<file path="src/rtl/egs_pkg.sv">
package egs_pkg;

  localparam int unsigned SHIM_BYTES = 8;
  localparam int unsigned VC_BASE    = 128;
  localparam int unsigned SPI_MAX    = 15;

  typedef enum logic [1:0] {
    ST_IDLE = 2'd0,
    ST_SHIM = 2'd1,
    ST_FWD  = 2'd2,
    ST_DROP = 2'd3
  } egs_state_e;

  function automatic logic spi_ok(input int unsigned spi);
    return spi <= SPI_MAX;
  endfunction

  function automatic int unsigned vc_of(input int unsigned spi);
    return VC_BASE + spi;
  endfunction

  function automatic int unsigned strip_len(input int unsigned len);
    if (len < SHIM_BYTES) return 0;
    return len - SHIM_BYTES;
  endfunction

endpackage

</file>
<file path="src/rtl/egs_ctrl.sv">
module egs_ctrl
  import egs_pkg::*;
(
  input  logic clk,
  input  logic rst_n,
  input  logic in_valid,
  input  logic in_sop,
  input  logic in_eop,
  input  logic out_ready,
  input  logic spi_good,
  output logic in_ready,
  output logic fwd_valid,
  output logic fwd_first,
  output logic len_load,
  output logic vc_load,
  output logic err_inc,
  output logic st_idle,
  output logic st_fwd
);

  egs_state_e state_q, state_d;
  logic       first_q;
  logic       acc;

  assign acc = in_valid & in_ready;

  always_comb begin
    state_d   = state_q;
    in_ready  = 1'b1;
    fwd_valid = 1'b0;
    len_load  = 1'b0;
    vc_load   = 1'b0;
    err_inc   = 1'b0;
    case (state_q)
      ST_IDLE: begin
        if (acc && in_sop) begin
          len_load = 1'b1;
          if (!in_eop) state_d = ST_SHIM;
        end
      end
      ST_SHIM: begin
        if (acc) begin
          err_inc = !spi_good;
          if (in_eop) begin
            state_d = ST_IDLE;
          end else if (!spi_good) begin
            state_d = ST_DROP;
          end else begin
            vc_load = 1'b1;
            state_d = ST_FWD;
          end
        end
      end
      ST_FWD: begin
        in_ready  = out_ready;
        fwd_valid = in_valid;
        if (acc && in_eop) state_d = ST_IDLE;
      end
      ST_DROP: begin
        if (acc && in_eop) state_d = ST_IDLE;
      end
      default: state_d = ST_IDLE;
    endcase
  end

  always_ff @(posedge clk or negedge rst_n) begin
    if (!rst_n) begin
      state_q <= ST_IDLE;
      first_q <= 1'b0;
    end else begin
      state_q <= state_d;
      if (vc_load) first_q <= 1'b1;
      else if (acc && state_q == ST_FWD) first_q <= 1'b0;
    end
  end

  assign fwd_first = first_q;
  assign st_idle   = (state_q == ST_IDLE);
  assign st_fwd    = (state_q == ST_FWD);

endmodule

</file>
<file path="src/rtl/egs_hdr.sv">
module egs_hdr
  import egs_pkg::*;
#(
  parameter int SPI_W = 6,
  parameter int VC_W  = 16,
  parameter int LEN_W = 16
) (
  input  logic             clk,
  input  logic             rst_n,
  input  logic             len_load,
  input  logic             vc_load,
  input  logic [LEN_W-1:0] in_len,
  input  logic [SPI_W-1:0] spi,
  output logic             spi_good,
  output logic [VC_W-1:0]  vc_q,
  output logic [LEN_W-1:0] len_q
);

  assign spi_good = spi_ok(32'(spi));

  always_ff @(posedge clk or negedge rst_n) begin
    if (!rst_n) begin
      vc_q  <= '0;
      len_q <= '0;
    end else begin
      if (len_load) len_q <= LEN_W'(strip_len(32'(in_len)));
      if (vc_load)  vc_q  <= VC_W'(vc_of(32'(spi)));
    end
  end

endmodule

</file>
<file path="src/rtl/egs_errcnt.sv">
module egs_errcnt #(
  parameter int ERR_W = 8
) (
  input  logic             clk,
  input  logic             rst_n,
  input  logic             err_inc,
  output logic [ERR_W-1:0] count
);

  localparam logic [ERR_W-1:0] CNT_MAX = {ERR_W{1'b1}};

  always_ff @(posedge clk or negedge rst_n) begin
    if (!rst_n) count <= '0;
    else if (err_inc && count != CNT_MAX) count <= count + 1'b1;
  end

endmodule

</file>
<file path="src/rtl/egs_shim_strip.sv">
module egs_shim_strip #(
  parameter int DATA_W  = 32,
  parameter int LEN_W   = 16,
  parameter int VC_W    = 16,
  parameter int ERR_W   = 8,
  parameter int SPI_LSB = 0,
  parameter int SPI_W   = 6
) (
  input  logic              clk,
  input  logic              rst_n,
  input  logic              in_valid,
  output logic              in_ready,
  input  logic [DATA_W-1:0] in_data,
  input  logic              in_sop,
  input  logic              in_eop,
  input  logic [LEN_W-1:0]  in_len,
  output logic              out_valid,
  input  logic              out_ready,
  output logic [DATA_W-1:0] out_data,
  output logic              out_sop,
  output logic              out_eop,
  output logic [VC_W-1:0]   out_vc,
  output logic [LEN_W-1:0]  out_len,
  output logic [ERR_W-1:0]  err_count
);

  logic             spi_good;
  logic             fwd_valid;
  logic             fwd_first;
  logic             len_load;
  logic             vc_load;
  logic             err_inc;
  logic             st_idle;
  logic             st_fwd;
  logic [SPI_W-1:0] spi;

  assign spi = in_data[SPI_LSB +: SPI_W];

  egs_ctrl u_ctrl (
    .clk       (clk),
    .rst_n     (rst_n),
    .in_valid  (in_valid),
    .in_sop    (in_sop),
    .in_eop    (in_eop),
    .out_ready (out_ready),
    .spi_good  (spi_good),
    .in_ready  (in_ready),
    .fwd_valid (fwd_valid),
    .fwd_first (fwd_first),
    .len_load  (len_load),
    .vc_load   (vc_load),
    .err_inc   (err_inc),
    .st_idle   (st_idle),
    .st_fwd    (st_fwd)
  );

  egs_hdr #(
    .SPI_W (SPI_W),
    .VC_W  (VC_W),
    .LEN_W (LEN_W)
  ) u_hdr (
    .clk      (clk),
    .rst_n    (rst_n),
    .len_load (len_load),
    .vc_load  (vc_load),
    .in_len   (in_len),
    .spi      (spi),
    .spi_good (spi_good),
    .vc_q     (out_vc),
    .len_q    (out_len)
  );

  egs_errcnt #(
    .ERR_W (ERR_W)
  ) u_err (
    .clk     (clk),
    .rst_n   (rst_n),
    .err_inc (err_inc),
    .count   (err_count)
  );

  assign out_valid = fwd_valid;
  assign out_data  = in_data;
  assign out_sop   = st_fwd & fwd_first;
  assign out_eop   = st_fwd & in_eop;

endmodule

</file>
<file path="config.mk">
export PLATFORM = sky130hd
export DESIGN_NAME = egs_shim_strip
export DESIGN_NICKNAME = d
export VERILOG_FILES = /design/src/rtl/egs_pkg.sv /design/src/rtl/egs_ctrl.sv /design/src/rtl/egs_hdr.sv /design/src/rtl/egs_errcnt.sv /design/src/rtl/egs_shim_strip.sv
export SDC_FILE = /design/constraint.sdc
export NUM_CORES = 1
export LEC_CHECK = 0
export ABC_AREA = 1
export BUFFER_PORTS_ARGS = -buffer_cell sky130_fd_sc_hd__clkbuf_2
export CAP_MARGIN = 20
export CORE_ASPECT_RATIO = 1.25
export CORE_MARGIN = 5
export CORE_UTILIZATION = 43
export DETAILED_ROUTE_END_ITERATION = 16
export PLACE_DENSITY_LB_ADDON = 0.25
export SLEW_MARGIN = 5
export SYNTH_ARGS = -nofsm -noshare
export SYNTH_HDL_FRONTEND = slang
export SYNTH_SLANG_ARGS = --single-unit
export TNS_END_PERCENT = 20
</file>
<file path="constraint.sdc">
create_clock -name clk -period 1.6 [get_ports clk]
set_input_delay 0.16 -clock clk [delete_from_list [all_inputs] [get_ports clk]]
set_output_delay 0.16 -clock clk [all_outputs]
set_load 0.005 [all_outputs]
</file>
==> results.md <==
* Adder-Cell Fraction of Synth Area at 1.18%
* CTS buffer count at 5
* CTS H-Tree Depth at 2
* Starting Density at 44.5%
* Via density at 4.43
* Synth Area in Compound Gates at 4.60%
* WL/cell at 11.5 µm
* Share of layout cells above drive strength 1 at 30.9%
* Commonest cells post-synth: 91 x nand2_1, 41 x buf_4, 34 x dfrtp_1, 27 x nor2_1, 20 x inv_1
* Post-layout minimum cycle time at 1.42 ns
* Worst R2R Start: u_err.count[1]
* Cells after Synth at 274
* Worst Setup Path Type: flip-flop to flip-flop
* Port bufs at 68
* Yosys reg bits at 34
* Met3 GRT Util at 4.32%
* Worst vdd ir at 463 µV
* Arr. time, crit path at 1.62 ns
* Global-route wire length before repair at 6.82 mm
* Filler cells at 506
* Setup Skew at 0.00503 ns
* Hold Vio Cnt, Final at 0
* Syn_area_per_cell at 7.74 µm²
* GR Util met1 at 14.9%
* Max-cap violations at 0
* Layout Nets at 375
* GRT busiest layer: met2
* Register area share after synthesis at 40.1%
* DPL Wire Length at 3.50 mm
* Outcome: finished, final reports clean
* Fmax at 705 MHz
* XOR/XNOR share of the synthesized area at 5.73%
* Area leader, netlist: dfrtp_1
* Core ar. at 4760 µm²
* Post-synthesis mux area share at 0%
* PwrDens at 1440 nW/µm²
* Register Area at 851 µm²
* Antenna violations before repair at 0
* Cells on Worst Hold Path at 3
* Worst-skew pair later-pin latency at 0.28 ns
* Area post-placement at 2260 µm²
* Lkg Pwr at 0.00135 µW
* GRT overflow at 0
* Final ANT Viol Nets at 0
* Number of clock sinks at 34
* Main combinational cell family by area after synthesis: simple AND/OR/NAND/NOR gates
* Maximum clock path buffer count at 2
* Hold Crit Class: input pin to flip-flop
* Chip width at 72.8 µm
* Die H at 88.5 µm
* Rows at 28
* M2 GR Usage at 24.3%
* CP Launch Type: flip-flop
* HP Start: in_len[2]
* Distinct cells, synth at 29
* Post-synth EDFFs at 0
* Top-count cell post-synth: nand2_1
* Tcrit/Tclk final at 88.6%
* Final GP Congestion at 0.747
* Post-route cell area at 2390 µm²
* DIE AREA at 6440 µm²
* RSZ-0062 raised after global routing: no
* CP endpoint kind: flip-flop
* Synthesis-to-finish area growth at 12.8%
* Critical path peak fanout at 9
* Asr flop ratio synth at 100%
* TritonCTS clock tree: built
* Clock slew at reported path FFs at 0.07 ns
* Vias in the first global route at 1563
* # DRC at 0
* Largest net degree at the start of global routing at 35
* Antenna Cells at 0
* 1st-pass router iterations at 4
* Worst path required time at 1.80 ns
* Post-Syn Area at 2120 µm²
* Setup TNS at 0 ns
* Synth top area share at 40.1%
* Synth Area in Simple Gates at 27.7%
* Number of DRC markers in iteration 0 at 50
* CP startpoint: u_err.count[1]
* Reg2reg path depth at 8
* Gr usage total at 13.6%
* I/O pins at 130
* Multi-input gate area at 872 µm²
* Final Max Tran Viols at 0
* Vias at 1683
* Final setup fails at 0
* Synth warn at 0
* Routed wire length at 4.38 mm
* Main area contributors after synthesis: dfrtp_1 40%, nand2_1 16%, buf_4 15%
* Clock root buffer: clkbuf_8
* Commonest register cell after synthesis: dfrtp_1
## final cells by class
class / count / area share (%)
clock buffers: 5 / 2.88
inverters: 25 / 4.34
clock inverters: 3 / 1.67
multi-input cells: 180 / 36.5
well taps: 60 / 3.14
flip-flops and latches: 34 / 35.6
repair buffers: 73 / 15.9
## worst max-delay path, cell delays in order, from the launching register on
cell	delay [ns]
dfrtp_1	0.39
ha_1	0.20
nand2_1	0.09
nor2_2	0.16
nand3_1	0.12
nand2_4	0.14
buf_4	0.13
nand2_1	0.04
o21ai_0	0.06
## state kept, by name, indices dropped and copies added (netlist names)
name,flops
u_err.count,8
u_hdr.vc_q,7
u_ctrl.state_q,2
u_ctrl.fwd_first,1
u_hdr.len_q,16
## report_power, final
group	leakage, µW	switching [µW]	internal [µW]	total, µW
clock network	0.0000579	310	458	769
logic	0.000857	664	582	1250
registers	0.000432	226	1210	1430
total	0.00135	1200	2250	3450
## repair_timing
action	in CTS	in global routing
setup buffers	0	0
endpoints found under the hold margin	34	0
endpoints found under the setup margin	0	7
hold buffers	1	0
resized for setup	0	2
## metal layers
| layer | up-vias | wire length, µm |
|---|---|---|
| met4 | 0 | 55 |
| met3 | 4 | 359 |
| met2 | 62 | 2180 |
| li1 | 872 | - |
| met1 | 745 | 1790 |
| met5 | - | 0 |
## worst paths after layout
kind | endpoint | slack [ns]
worst min-delay path | u_hdr.len_q[2] | 0.08
min in group asynchronous | u_ctrl.state_q[0] | 0.44
worst max-delay path | u_err.count[5] | 0.18
worst max register to register | u_err.count[5] | 0.18
max in group asynchronous | u_hdr.len_q[6] | 0.86
worst min register to register | u_hdr.vc_q[7] | 0.46
## cells in the final DEF, fill, tap and decap left out, types with 7 or more instances in the layout
cell type	synthesis	final
nand2_1	91	91
clkbuf_2	0	68
dfrtp_1	34	34
nor2_1	27	26
inv_1	20	20
conb_1	1	9
xor2_1	8	8
o21ai_1	7	7
nand3_1	7	7
## cells by family (layout without fill, tap and decap cells)
family / Yosys count / count (layout)
xor+xnor: 13 / 13
fa+ha+maj: 2 / 2
compound gates: 17 / 17
buf+inv: 68 / 106
flops: 34 / 34
other cells: 1 / 9
simple gates: 139 / 139
## stage by stage
step	util, %	hold WS [ns]	power (µW)	setup slack [ns]	cells
2_1_floorplan	-	-0.136	2220	0.256	282
3_3_place_gp	47.5	0.221	2700	0.199	371
3_5_place_dp	47.5	0.224	2720	0.136	371
4_1_cts	50.0	0.0634	3500	0.123	380
5_1_grt	50.2	0.0854	3730	0.0232	380
6_report	50.2	0.0753	3450	0.182	380
No activity file was read; power rests on OpenSTA's default activity.
